==> src/rtl/evt_stamp_capture.sv <==
module evt_stamp_capture #(
  parameter int N_LINES = 64,
  parameter int SEC_W = 32,
  parameter int NS_W = 32,
  localparam int SEL_W = $clog2(N_LINES),
  localparam int CAP_W = SEC_W + NS_W
) (
  input  logic               clk,
  input  logic               rst_n,
  input  logic [N_LINES-1:0] ev_in,
  input  logic [SEL_W-1:0]   src_sel,
  input  logic               cap_enable,
  input  logic               edge_rise,
  input  logic [SEC_W-1:0]   time_sec,
  input  logic [NS_W-1:0]    time_ns,
  input  logic               rd_strobe,
  output logic [CAP_W-1:0]   cap_value,
  output logic               cap_valid
);

  logic       pick;
  logic [2:0] sh;
  logic [1:0] fill;
  logic       armed, rise_seen, fall_seen, take;

  assign pick = ev_in[src_sel];

  always_ff @(posedge clk or negedge rst_n) begin
    if (!rst_n) begin
      sh   <= '0;
      fill <= '0;
    end else begin
      sh <= {sh[1:0], pick};
      if (fill != 2'd3) fill <= fill + 2'd1;
    end
  end

  assign armed     = (fill == 2'd3);
  assign rise_seen = sh[1] & ~sh[2];
  assign fall_seen = ~sh[1] & sh[2];
  assign take      = armed & cap_enable & (edge_rise ? rise_seen : fall_seen);

  always_ff @(posedge clk or negedge rst_n) begin
    if (!rst_n) begin
      cap_value <= '0;
      cap_valid <= 1'b0;
    end else if (take) begin
      cap_value <= {time_sec, time_ns};
      cap_valid <= 1'b1;
    end else if (rd_strobe) begin
      cap_valid <= 1'b0;
    end
  end

endmodule


==> config.mk <==
export PLATFORM = sky130hd
export DESIGN_NAME = evt_stamp_capture
export DESIGN_NICKNAME = d
export VERILOG_FILES = /design/src/rtl/evt_stamp_capture.sv
export SDC_FILE = /design/constraint.sdc
export NUM_CORES = 1
export LEC_CHECK = 0
export BUFFER_PORTS_ARGS = -buffer_cell sky130_fd_sc_hd__buf_2
export CAP_MARGIN = 20
export CORE_MARGIN = 8
export CORE_UTILIZATION = 43
export DETAILED_ROUTE_END_ITERATION = 8
export GPL_TIMING_DRIVEN = 1
export MAX_ROUTING_LAYER = met4
export PLACE_DENSITY = 0.79
export SYNTH_ARGS = -nofsm -noshare
export SYNTH_HDL_FRONTEND = slang
export SYNTH_SLANG_ARGS = --single-unit
export TNS_END_PERCENT = 100
==> constraint.sdc <==
create_clock -name clk -period 2.1 [get_ports clk]
set_input_delay 0.315 -clock clk [delete_from_list [all_inputs] [get_ports clk]]
set_output_delay 0.315 -clock clk [all_outputs]
set_load 0.02 [all_outputs]
==> results.py, run 1 <==
metrics = {
    "detailed_routing": {
        "wl_met2_um": 4329,
        "routed_wl_um": 8727,
        "top_signal_layer_used": "met4",
        "routed_via_density": 4.988,
        "first_iter_violations": 40,
        "first_pass_iters": 4,
        "drcViolationCount": 0,
        "met1Wirelength_um": 3375,
        "met3WireLength_um": 894,
        "vias": 2579,
        "detail_route.wl_per_cell_um": 16.88,
        "drt.antenna.violating_nets": 0,
    },
    "critical_path": {
        "timing.critical_path.slowest_cell_delay_ns": 0.43,
        "critical_path.cell_chain": "or3b_1, a21oi_4, buf_12, mux2_2",
        "required_ns": 2.31,
        "cpMaxStageDelayCell": "sky130_fd_sc_hd__or3b_1",
        "crit_path_end_kind": "flip-flop",
        "cp-start-kind": "flip-flop",
        "worstPathMaxFanout": 65,
        "crit_family": "simple AND/OR/NAND/NOR gates",
        "timing.critical_path.arrival_ns": 2.07,
        "type_of_the_setup_path_with_the_least_slack": "flip-flop to flip-flop",
        "timing.critical_path.buf_inv": 1,
    },
    "logic_synthesis": {
        "syn_inst": 207,
        "yosysWarnings": 0,
        "synth-seq-area-share_pct": 54.41,
        "yosys.area.top_type_share_pct": 54.41,
        "synth.top_cells.by_area": "sky130_fd_sc_hd__dfrtp_1 54%, sky130_fd_sc_hd__mux2_2 23%, sky130_fd_sc_hd__mux4_2 5.6%",
        "syn-mean-instance-area_um2": 15.55,
        "post-synth-top-area-cell": "sky130_fd_sc_hd__dfrtp_1",
        "postSynthRegisterBits": 70,
        "netlist-cell-type-count": 36,
        "synthesis.area_um2": 3219,
        "postSynthNetCount": 347,
    },
    "run": {
        "max_cap_viol_count": 0,
    },
    "cts": {
        "clock_root_cell": "sky130_fd_sc_hd__clkbuf_8",
        "cts.clk_slew.worst_paths_ns": 0.07,
        "clock_insertion_delay_worst_skew_ns": 0.32,
        "cts_repair_resize_count": 0,
        "cts_tree": "done",
        "cts_made_buffers": 9,
        "htree_num_levels": 3,
        "cts_max_path_buffers": 2,
        "cts_setup_buffers": 0,
        "post_cts_hold_buffer_count": 0,
        "cts_sinks": 70,
    },
    "layout": {
        "ff_latch_area_um2": 1752,
        "layout.filler_cells": 589,
        "final_layout_size_suffix_gt1_share_pct": 71.53,
        "area_growth_syn_to_layout_pct": 40.61,
        "multiInputGateArea_um2": 1348,
        "num-nets-final": 553,
        "insertedDiodeCount": 0,
    },
    "floorplan": {
        "pin_count": 204,
        "core_box_area_um2": 7253,
        "floorplan.die.height_um": 102.5,
        "dieWidth_um": 102.5,
        "row_count": 31,
        "dieArea_um2": 10510,
        "effective_utilization_at_floorplan_pct": 44.39,
    },
    "placed_design": {
        "dpl.hpwl_um": 7210,
        "routabilityCongestion": 0.7721,
        "detailedPlace.worstSlack_ns": 0.1103,
        "numPortBuffers": 203,
    },
    "hold_path": {
        "timing.hold.worst.class": "primary input to asynchronous set/reset pin",
    },
    "timing": {
        "timing.final.max_slew_violations": 0,
        "transition_at_the_pin_with_the_smallest_max_transition_slack_ns": 0.4197,
        "worst_hold_slack_ns": -0.004412,
        "hold_viol_final": 1,
        "rsz0062_at_grt": "no",
        "max_freq_ghz": 0.5376,
        "timing.final.crit_period_ns": 1.860,
        "worst_slack_ns": 0.2399,
        "fin_crit_sh_pct": 88.58,
        "maxSlewHeadroom_pct": 71.76,
        "setup-tns-final_ns": 0,
        "worst_clock_skew_ns": 0.005340,
        "setup_viol": 0,
    },
    "status": {
        "failed_checks": "hold timing",
        "status": "finished with violations",
    },
    "global_route": {
        "grt_pass1_wl_um": 13550,
        "largest_net_degree_at_the_start_of_global_routing": 71,
        "grt_pass1_vias": 2930,
        "initial_antenna_violation_count": 0,
        "global_route.overflow_total": 0,
        "global_route.usage.total_pct": 17.02,
    },
    "pwr": {
        "max-vdd-ir-drop_v": 0.0003546,
        "p_total_mw": 5.347,
        "static-leakage-power_nw": 2.244,
        "power_per_cell_area_nw_per_um2": 1181,
    },
}
[layout make-up]
| class | instances | area share, % |
|---|---|---|
| well taps | 99 | 2.736 |
| multi-input cells | 120 | 29.77 |
| clock inverters | 6 | 1.907 |
| clock buffers | 10 | 2.819 |
| flip-flops and latches | 70 | 38.70 |
| repair buffers | 207 | 23.66 |
| inverters | 5 | 0.4146 |
[layout by cell type (no fill, tap or decap), types with 2 or more instances in the layout]
master / n
sky130_fd_sc_hd__mux4_2: 8
sky130_fd_sc_hd__inv_1: 5
sky130_fd_sc_hd__clkbuf_8: 9
sky130_fd_sc_hd__o211ai_1: 2
sky130_fd_sc_hd__buf_4: 2
sky130_fd_sc_hd__nor2b_1: 2
sky130_fd_sc_hd__nand3b_1: 2
sky130_fd_sc_hd__nand4_1: 3
sky130_fd_sc_hd__mux4_1: 4
sky130_fd_sc_hd__mux2i_1: 5
sky130_fd_sc_hd__dfrtp_1: 70
sky130_fd_sc_hd__nor2_1: 4
sky130_fd_sc_hd__clkinv_2: 2
sky130_fd_sc_hd__nand2_1: 2
sky130_fd_sc_hd__buf_2: 203
sky130_fd_sc_hd__nand3_1: 2
sky130_fd_sc_hd__buf_12: 2
sky130_fd_sc_hd__bufinv_16: 2
sky130_fd_sc_hd__mux2_2: 67
[sequential cells by signal, indices dropped and copies added (netlist names)]
| name | cells |
|---|---|
| cap_valid | 1 |
| cap_value | 64 |
| fill | 2 |
| sh | 3 |
[where the power goes]
part / switching [mW] / internal [mW] / total [mW]
logic: 1.19 / 0.909 / 2.10
clock network: 0.476 / 0.667 / 1.14
registers: 0.233 / 1.87 / 2.10
[synthesized netlist by cell type]
library cell / number
sky130_fd_sc_hd__mux4_1: 4
sky130_fd_sc_hd__nor3_1: 1
sky130_fd_sc_hd__a2111oi_0: 1
sky130_fd_sc_hd__nor2b_1: 2
sky130_fd_sc_hd__nand2b_1: 1
sky130_fd_sc_hd__o2111ai_2: 1
sky130_fd_sc_hd__o221ai_1: 1
sky130_fd_sc_hd__nor4_1: 1
sky130_fd_sc_hd__a31oi_1: 1
sky130_fd_sc_hd__a221oi_1: 1
sky130_fd_sc_hd__dfrtp_1: 70
sky130_fd_sc_hd__a211oi_1: 1
sky130_fd_sc_hd__buf_2: 3
sky130_fd_sc_hd__a21oi_1: 1
sky130_fd_sc_hd__nand2_1: 2
sky130_fd_sc_hd__mux2_2: 67
sky130_fd_sc_hd__nand4_1: 3
sky130_fd_sc_hd__inv_1: 5
sky130_fd_sc_hd__nor2_1: 4
sky130_fd_sc_hd__or3_1: 1
sky130_fd_sc_hd__xnor2_1: 1
sky130_fd_sc_hd__nand3_1: 2
sky130_fd_sc_hd__buf_6: 6
sky130_fd_sc_hd__a311oi_1: 1
sky130_fd_sc_hd__o211ai_1: 2
sky130_fd_sc_hd__buf_8: 1
sky130_fd_sc_hd__buf_4: 2
sky130_fd_sc_hd__o22ai_1: 1
sky130_fd_sc_hd__a22oi_1: 1
sky130_fd_sc_hd__mux2i_1: 5
sky130_fd_sc_hd__or3b_1: 1
sky130_fd_sc_hd__a21o_1: 1
sky130_fd_sc_hd__mux4_2: 8
sky130_fd_sc_hd__nand3b_1: 2
sky130_fd_sc_hd__a22o_1: 1
sky130_fd_sc_hd__ha_1: 1
[cells by family (layout without fill, tap and decap cells)]
logic type | after synthesis | count (layout) | synth area share [%]
buffers and inverters | 17 | 228 | 4.080
DFF | 70 | 70 | 54.41
xor gates and xnor gates | 1 | 1 | 0.2721
and+or+nand+nor | 20 | 20 | 3.459
muxes | 84 | 84 | 33.85
AOI/OAI and AO/OA | 14 | 14 | 3.537
adders and majority gates | 1 | 1 | 0.3886
[metrics by stage]
step / util (%) / hold slack [ns] / std cells / area, um^2
after CTS: 62.41 / 0.002900 / 517 / 4527
after global routing: 62.41 / 0.002304 / 517 / 4527
final: 62.41 / -0.004412 / 517 / 4527
after floorplan: - / 0.01941 / 207 / 3219
after global placement: 59.46 / 0.3362 / 501 / 4313
after detailed placement: 59.46 / 0.3386 / 501 / 4313
[worst reg2reg max path, stage by stage, from the launching register on]
cell                      delay, ns
sky130_fd_sc_hd__dfrtp_1       0.39
sky130_fd_sc_hd__or3b_1        0.43
sky130_fd_sc_hd__a21oi_4       0.19
sky130_fd_sc_hd__buf_12        0.31
sky130_fd_sc_hd__mux2_2        0.43
[routing by layer]
metal / vias up / global-route usage (%)
li1: 1195 / -
met1: 1214 / 18.44
met2: 159 / 29.32
met3: 11 / 4.591
met4: 0 / 6.208
met5: - / -
[worst paths after layout]
check | slack [ns] | cells past startpoint | endpoint | from
worst min-delay path | -0.004 | 2 | cap_value[1] | rst_n
worst max register to register | 0.24 | 4 | cap_value[63] | sh[1]
worst min register to register | 0.35 | 0 | sh[1] | sh[0]
min in group clk | 0.22 | 2 | cap_value[11] | time_ns[11]
worst max-delay path | 0.24 | 4 | cap_value[63] | sh[1]
max in group asynchronous | 1.81 | 2 | cap_value[63] | rst_n
(Power assumes the default switching activity.)
==> inputs of run 2 (changes only) <==
- CELL_PAD_IN_SITES_DETAIL_PLACEMENT: default -> 1
- CELL_PAD_IN_SITES_GLOBAL_PLACEMENT: default -> 1
- CORE_UTILIZATION: 43 -> 32
- PLACE_DENSITY: 0.79 -> 0.78
==> run 2 against run 1 <==
The flow now finishes without violations. Clock power shrank 19%. Highest routed layer unchanged. Power decreased by 3.7%. Largest cell class unchanged. Critical endpoint is now cap_value[21]. Routed wire length rose by 14%. First-iteration DRC count grew 38%. Cell count grew 6.2%.
==> results.py, run 2 (same netlist as run 1, synthesis figures left out) <==
metrics = {
    "cts": {
        "cts_tree": "done",
        "clock_insertion_delay_worst_skew_ns": 0.33,
        "cts_setup_buffers": 0,
        "cts_made_buffers": 9,
        "cts_max_path_buffers": 2,
        "htree_num_levels": 3,
        "cts_repair_resize_count": 0,
        "post_cts_hold_buffer_count": 0,
        "clock_root_cell": "sky130_fd_sc_hd__clkbuf_8",
        "cts_sinks": 70,
        "cts.clk_slew.worst_paths_ns": 0.08,
    },
    "layout": {
        "regMostFlops": "cap_value",
        "final_layout_size_suffix_gt1_share_pct": 71.39,
        "area_growth_syn_to_layout_pct": 40.19,
        "reg_top3": "cap_value: 64 flops, sh: 3 flops, fill: 2 flops",
        "layout.cells.most_common": "sky130_fd_sc_hd__buf_2",
        "postLayoutCoreUtil_pct": 46.17,
        "num-nets-final": 552,
        "insertedDiodeCount": 0,
        "instances_no_fill": 549,
        "layout_common_cells": "203 x sky130_fd_sc_hd__buf_2, 70 x sky130_fd_sc_hd__dfrtp_1, 67 x sky130_fd_sc_hd__mux2_2",
        "number_of_flip_flops_under_the_largest_register_name": 64,
    },
    "pwr": {
        "p_comb_share_pct": 40.9,
        "p_int_mw": 3.228,
        "max-vdd-ir-drop_v": 0.0004280,
        "p_total_mw": 5.152,
        "sequentialPowerShare_pct": 41.1,
        "power.net_switching_mw": 1.924,
        "power.switching_fraction_pct": 37.35,
        "power.clock.fraction_pct": 18.0,
        "static-leakage-power_nw": 2.222,
        "power_per_cell_area_nw_per_um2": 1142,
    },
    "timing": {
        "setup-tns-final_ns": 0,
        "timing.final.crit_period_ns": 1.877,
        "worst_slack_ns": 0.2230,
        "maxSlewHeadroom_pct": 63.54,
        "max_freq_ghz": 0.5328,
        "hold_viol_final": 0,
        "setup_viol": 0,
        "rsz0062_at_grt": "no",
        "transition_at_the_pin_with_the_smallest_max_transition_slack_ns": 0.5332,
        "fin_crit_sh_pct": 89.38,
        "worst_clock_skew_ns": 0.01179,
        "timing.final.max_slew_violations": 0,
    },
    "placed_design": {
        "numPortBuffers": 203,
        "routabilityCongestion": 0.8732,
        "dpl.hpwl_um": 8253,
        "detailedPlace.worstSlack_ns": 0.05755,
        "place.detailed.instances": 534,
    },
    "global_route": {
        "grt_pass1_vias": 3032,
        "largest_net_degree_at_the_start_of_global_routing": 71,
        "global_route.usage.total_pct": 15.38,
        "grt_pass1_wl_um": 15640,
        "global_route.overflow_total": 0,
        "initial_antenna_violation_count": 0,
    },
    "floorplan": {
        "pin_count": 204,
        "core_box_area_um2": 9774,
        "row_count": 36,
        "effective_utilization_at_floorplan_pct": 32.94,
        "dieArea_um2": 13530,
        "dieWidth_um": 116.3,
        "floorplan.die.height_um": 116.3,
    },
    "critical_path": {
        "worstPathMaxFanout": 65,
        "crit_path_end_kind": "flip-flop",
        "type_of_the_setup_path_with_the_least_slack": "flip-flop to flip-flop",
        "cp-start-kind": "flip-flop",
        "required_ns": 2.31,
        "timing.critical_path.arrival_ns": 2.08,
    },
    "hold_path": {
        "timing.hold.worst.class": "primary input to asynchronous set/reset pin",
    },
    "status": {
        "status": "finished, final reports clean",
    },
    "detailed_routing": {
        "drcViolationCount": 0,
        "first_iter_violations": 55,
        "drt.antenna.violating_nets": 0,
        "vias": 2585,
        "first_pass_iters": 4,
        "detail_route.wl_per_cell_um": 18.10,
        "routed_via_density": 4.709,
        "routed_wl_um": 9939,
    },
    "run": {
        "max_cap_viol_count": 0,
    },
}
## run 2: cell count changes in the layout (fill, tap and decap cells not counted)
cell / change
sky130_fd_sc_hd__buf_4: -1
sky130_fd_sc_hd__bufinv_16: -2
sky130_fd_sc_hd__clkbuf_8: +1
sky130_fd_sc_hd__clkinv_2: +1
sky130_fd_sc_hd__clkinvlp_4: -1
## run 2: metal layers
layer  global-route usage, %  vias to the layer above  part of all wire (%)
met5                       -                        -                     0
met4                   4.235                        0                   1.2
met1                   16.76                     1232                    39
met2                   26.27                      157                    50
li1                        -                     1185                     -
met3                   5.171                       11                    10
## run 2: area by class of cell
cell class                 instances  area, um^2
clock buffer                      11       141.4
clock inverter                     4       23.77
fill                            1090        5261
inverter                           5       18.77
multi-input combinational        120        1348
sequential                        70        1752
tap                              133       166.4
timing repair buffer             206        1064
## run 2: critical path, stage by stage, from the launching register on
cell	delay [ns]
sky130_fd_sc_hd__dfrtp_1	0.39
sky130_fd_sc_hd__or3b_1	0.42
sky130_fd_sc_hd__a21oi_4	0.19
sky130_fd_sc_hd__buf_12	0.30
sky130_fd_sc_hd__mux2_2	0.39
## run 2: path summary, 6_finish.rpt
| path | startpoint | endpoint | slack, ns | cells after the start |
|---|---|---|---|---|
| max | sh[1] | cap_value[21] | 0.22 | 4 |
| min | rst_n | cap_value[42] | 0.006 | 2 |
| max reg2reg | sh[1] | cap_value[21] | 0.22 | 4 |
| min reg2reg | sh[0] | sh[1] | 0.37 | 0 |
| max in group asynchronous | rst_n | cap_value[8] | 1.80 | 2 |
| min in group clk | time_sec[28] | cap_value[60] | 0.21 | 2 |
## run 2: stage by stage
stage	hold WS [ns]	instance area, um^2
2_1_floorplan	0.01941	3219
3_3_place_gp	0.3410	4348
3_5_place_dp	0.3597	4348
4_1_cts	0.008916	4513
5_1_grt	0.02152	4513
6_report	0.006374	4513
## run 2: power by group through the flow
stage / Combinational [mW] / Clock [mW] / Sequential [mW]
2_1_floorplan: 0.627 / 0 / 2.79
6_report: 2.11 / 0.928 / 2.12
3_5_place_dp: 2.15 / 0 / 2.16
3_3_place_gp: 2.10 / 0 / 2.11
4_1_cts: 2.15 / 0.978 / 2.13
5_1_grt: 2.26 / 1.03 / 2.20
==> inputs of run 3 (changes only) <==
- CORE_UTILIZATION: 32 -> 29
- PLACE_DENSITY: 0.78 -> 0.74
- SKIP_LAST_GASP: default -> 1
- clock period: 2.1 -> 1.56 ns (I/O delays scaled with it)
==> run 3 against run 2 <==
Highest routed layer unchanged. Cell count up 5.8%. Clock skew down 0.0035 ns. Routed wire length up 5.8%. Via count up 4.6%. The run now ends with setup timing left. Setup slack worse by 0.39 ns. Register-to-register slack worse by 0.39 ns.
==> results.py, run 3 (same netlist as run 1, synthesis figures left out) <==
metrics = {
    "timing": {
        "fin_crit_sh_pct": 111.0,
        "timing.final.max_slew_violations": 0,
        "setup-tns-final_ns": -9.782,
        "max_freq_ghz": 0.5777,
        "hold_viol_final": 0,
        "transition_at_the_pin_with_the_smallest_max_transition_slack_ns": 0.5246,
        "rsz0062_at_grt": "yes",
        "worst_clock_skew_ns": 0.008278,
        "worst_slack_ns": -0.1711,
        "setup_viol": 64,
        "maxSlewHeadroom_pct": 64.12,
        "timing.final.crit_period_ns": 1.731,
    },
    "hold_path": {
        "min_path_cells": 2,
        "timing.hold.worst.class": "primary input to flip-flop",
    },
    "detailed_routing": {
        "detail_route.wl_per_cell_um": 18.10,
        "drcViolationCount": 0,
        "drt.antenna.violating_nets": 0,
        "first_pass_iters": 4,
        "vias": 2705,
        "routed_wl_um": 10520,
        "routed_via_density": 4.656,
        "first_iter_violations": 107,
    },
    "placed_design": {
        "routabilityCongestion": 0.8490,
        "dpl.hpwl_um": 8269,
        "detailed_place.area_um2": 4479,
        "numPortBuffers": 203,
        "place.detailed.instances": 554,
    },
    "layout": {
        "num-nets-final": 577,
        "multiInputGateArea_um2": 1358,
        "final_layout_size_suffix_gt1_share_pct": 73.02,
        "reg_top3": "cap_value: 64 flops, sh: 3 flops, fill: 2 flops",
        "area_growth_syn_to_layout_pct": 50.56,
        "ff_latch_area_um2": 1752,
        "layout.cells.most_common": "sky130_fd_sc_hd__buf_2",
        "insertedDiodeCount": 0,
        "number_of_flip_flops_under_the_largest_register_name": 64,
        "layout_common_cells": "203 x sky130_fd_sc_hd__buf_2, 70 x sky130_fd_sc_hd__dfrtp_1, 65 x sky130_fd_sc_hd__mux2_2",
        "layout.filler_cells": 1200,
        "regMostFlops": "cap_value",
        "instances_no_fill": 581,
        "final_area_um2": 4847,
    },
    "global_route": {
        "grt_pass1_wl_um": 16250,
        "grt_pass1_vias": 3097,
        "initial_antenna_violation_count": 0,
        "global_route.usage.total_pct": 14.57,
        "global_route.overflow_total": 0,
        "largest_net_degree_at_the_start_of_global_routing": 71,
    },
    "pwr": {
        "p_int_mw": 4.509,
        "power.switching_fraction_pct": 36.86,
        "sequentialPowerShare_pct": 39.9,
        "power.net_switching_mw": 2.632,
        "power.clock.fraction_pct": 18.0,
        "p_total_mw": 7.141,
        "static-leakage-power_nw": 2.385,
        "power_per_cell_area_nw_per_um2": 1473,
        "p_comb_share_pct": 42.0,
        "max-vdd-ir-drop_v": 0.0006898,
    },
    "critical_path": {
        "cp-start-kind": "flip-flop",
        "type_of_the_setup_path_with_the_least_slack": "flip-flop to flip-flop",
        "timing.critical_path.arrival_ns": 1.96,
        "timing.reg2reg.worst_path_depth": 5,
        "required_ns": 1.79,
        "worstPathMaxFanout": 13,
        "reg2reg_slack_ns": -0.17,
        "crit_path_end_kind": "flip-flop",
    },
    "cts": {
        "cts_made_buffers": 9,
        "cts_tree": "done",
        "htree_num_levels": 3,
        "cts_max_path_buffers": 2,
        "cts_sinks": 70,
        "clock_root_cell": "sky130_fd_sc_hd__clkbuf_8",
        "cts.clk_slew.worst_paths_ns": 0.07,
        "clock_insertion_delay_worst_skew_ns": 0.34,
    },
    "floorplan": {
        "core_box_area_um2": 10840,
        "effective_utilization_at_floorplan_pct": 29.70,
        "floorplan.die.height_um": 121.4,
        "pin_count": 204,
        "dieWidth_um": 121.4,
        "dieArea_um2": 14730,
        "row_count": 38,
    },
    "run": {
        "max_cap_viol_count": 0,
    },
    "status": {
        "status": "finished with violations",
        "failed_checks": "setup timing",
    },
}
[run 3: repair_timing]
item                                    CTS  global route
gates cloned                              2             2
endpoints found under the setup margin   64            64
resized for setup                         8             2
buffers inserted                          7             1
endpoints found under the hold margin    70             0
hold buffers                              1             0
[run 3: path summary, 6_finish.rpt]
check / from / to
setup reg to reg: sh[1] / cap_value[44]
hold / removal: time_sec[19] / cap_value[51]
max in group asynchronous: rst_n / sh[0]
min in group asynchronous: rst_n / cap_value[33]
hold reg to reg: sh[0] / sh[1]
setup / recovery: sh[1] / cap_value[44]
[run 3: area by class of cell]
| cell class | count | area share [%] |
|---|---|---|
| sequential | 70 | 36.14 |
| timing repair buffer | 231 | 28.24 |
| multi-input combinational | 120 | 28.01 |
| tap | 140 | 3.614 |
| clock buffer | 12 | 3.201 |
| clock inverter | 3 | 0.4130 |
| inverter | 5 | 0.3872 |
[run 3: routing by layer]
layer | routed length (um) | global-route usage, % | part of all wire, % | vias up
met2 | 5191 | 23.15 | 49 | 157
met5 | 0 | - | 0 | -
met4 | 128 | 6.245 | 1.2 | 0
li1 | - | - | - | 1232
met3 | 941 | 3.955 | 8.9 | 10
met1 | 4257 | 17.03 | 40 | 1306
[run 3: power by group through the flow]
stage          sequential (mW)  clock [mW]  combinational [mW]
4_1_cts                   2.86        1.36                3.02
3_3_place_gp              2.84           0                2.85
5_1_grt                   2.96        1.43                3.20
3_5_place_dp              2.90           0                2.94
2_1_floorplan             3.75           0               0.848
6_report                  2.85        1.29                3.00
[run 3: per-stage QoR]
step | setup slack, ns | util [%] | hold WS [ns]
finish | -0.1711 | 44.71 | 0.1210
global route | -0.2327 | 44.71 | 0.09566
CTS | -0.1735 | 44.22 | 0.09315
detailed placement | -0.2933 | 41.32 | 0.2890
global placement | -0.2476 | 41.32 | 0.2848
floorplan | -0.05132 | - | -0.06159
[run 3: critical path, cell delays in order (launching register included)]
cell and delay, ns:
sky130_fd_sc_hd__dfrtp_1 0.38, sky130_fd_sc_hd__or3b_4 0.38, sky130_fd_sc_hd__a21oi_4 0.17, sky130_fd_sc_hd__buf_4 0.18
sky130_fd_sc_hd__clkbuf_16 0.18, sky130_fd_sc_hd__mux2_2 0.33
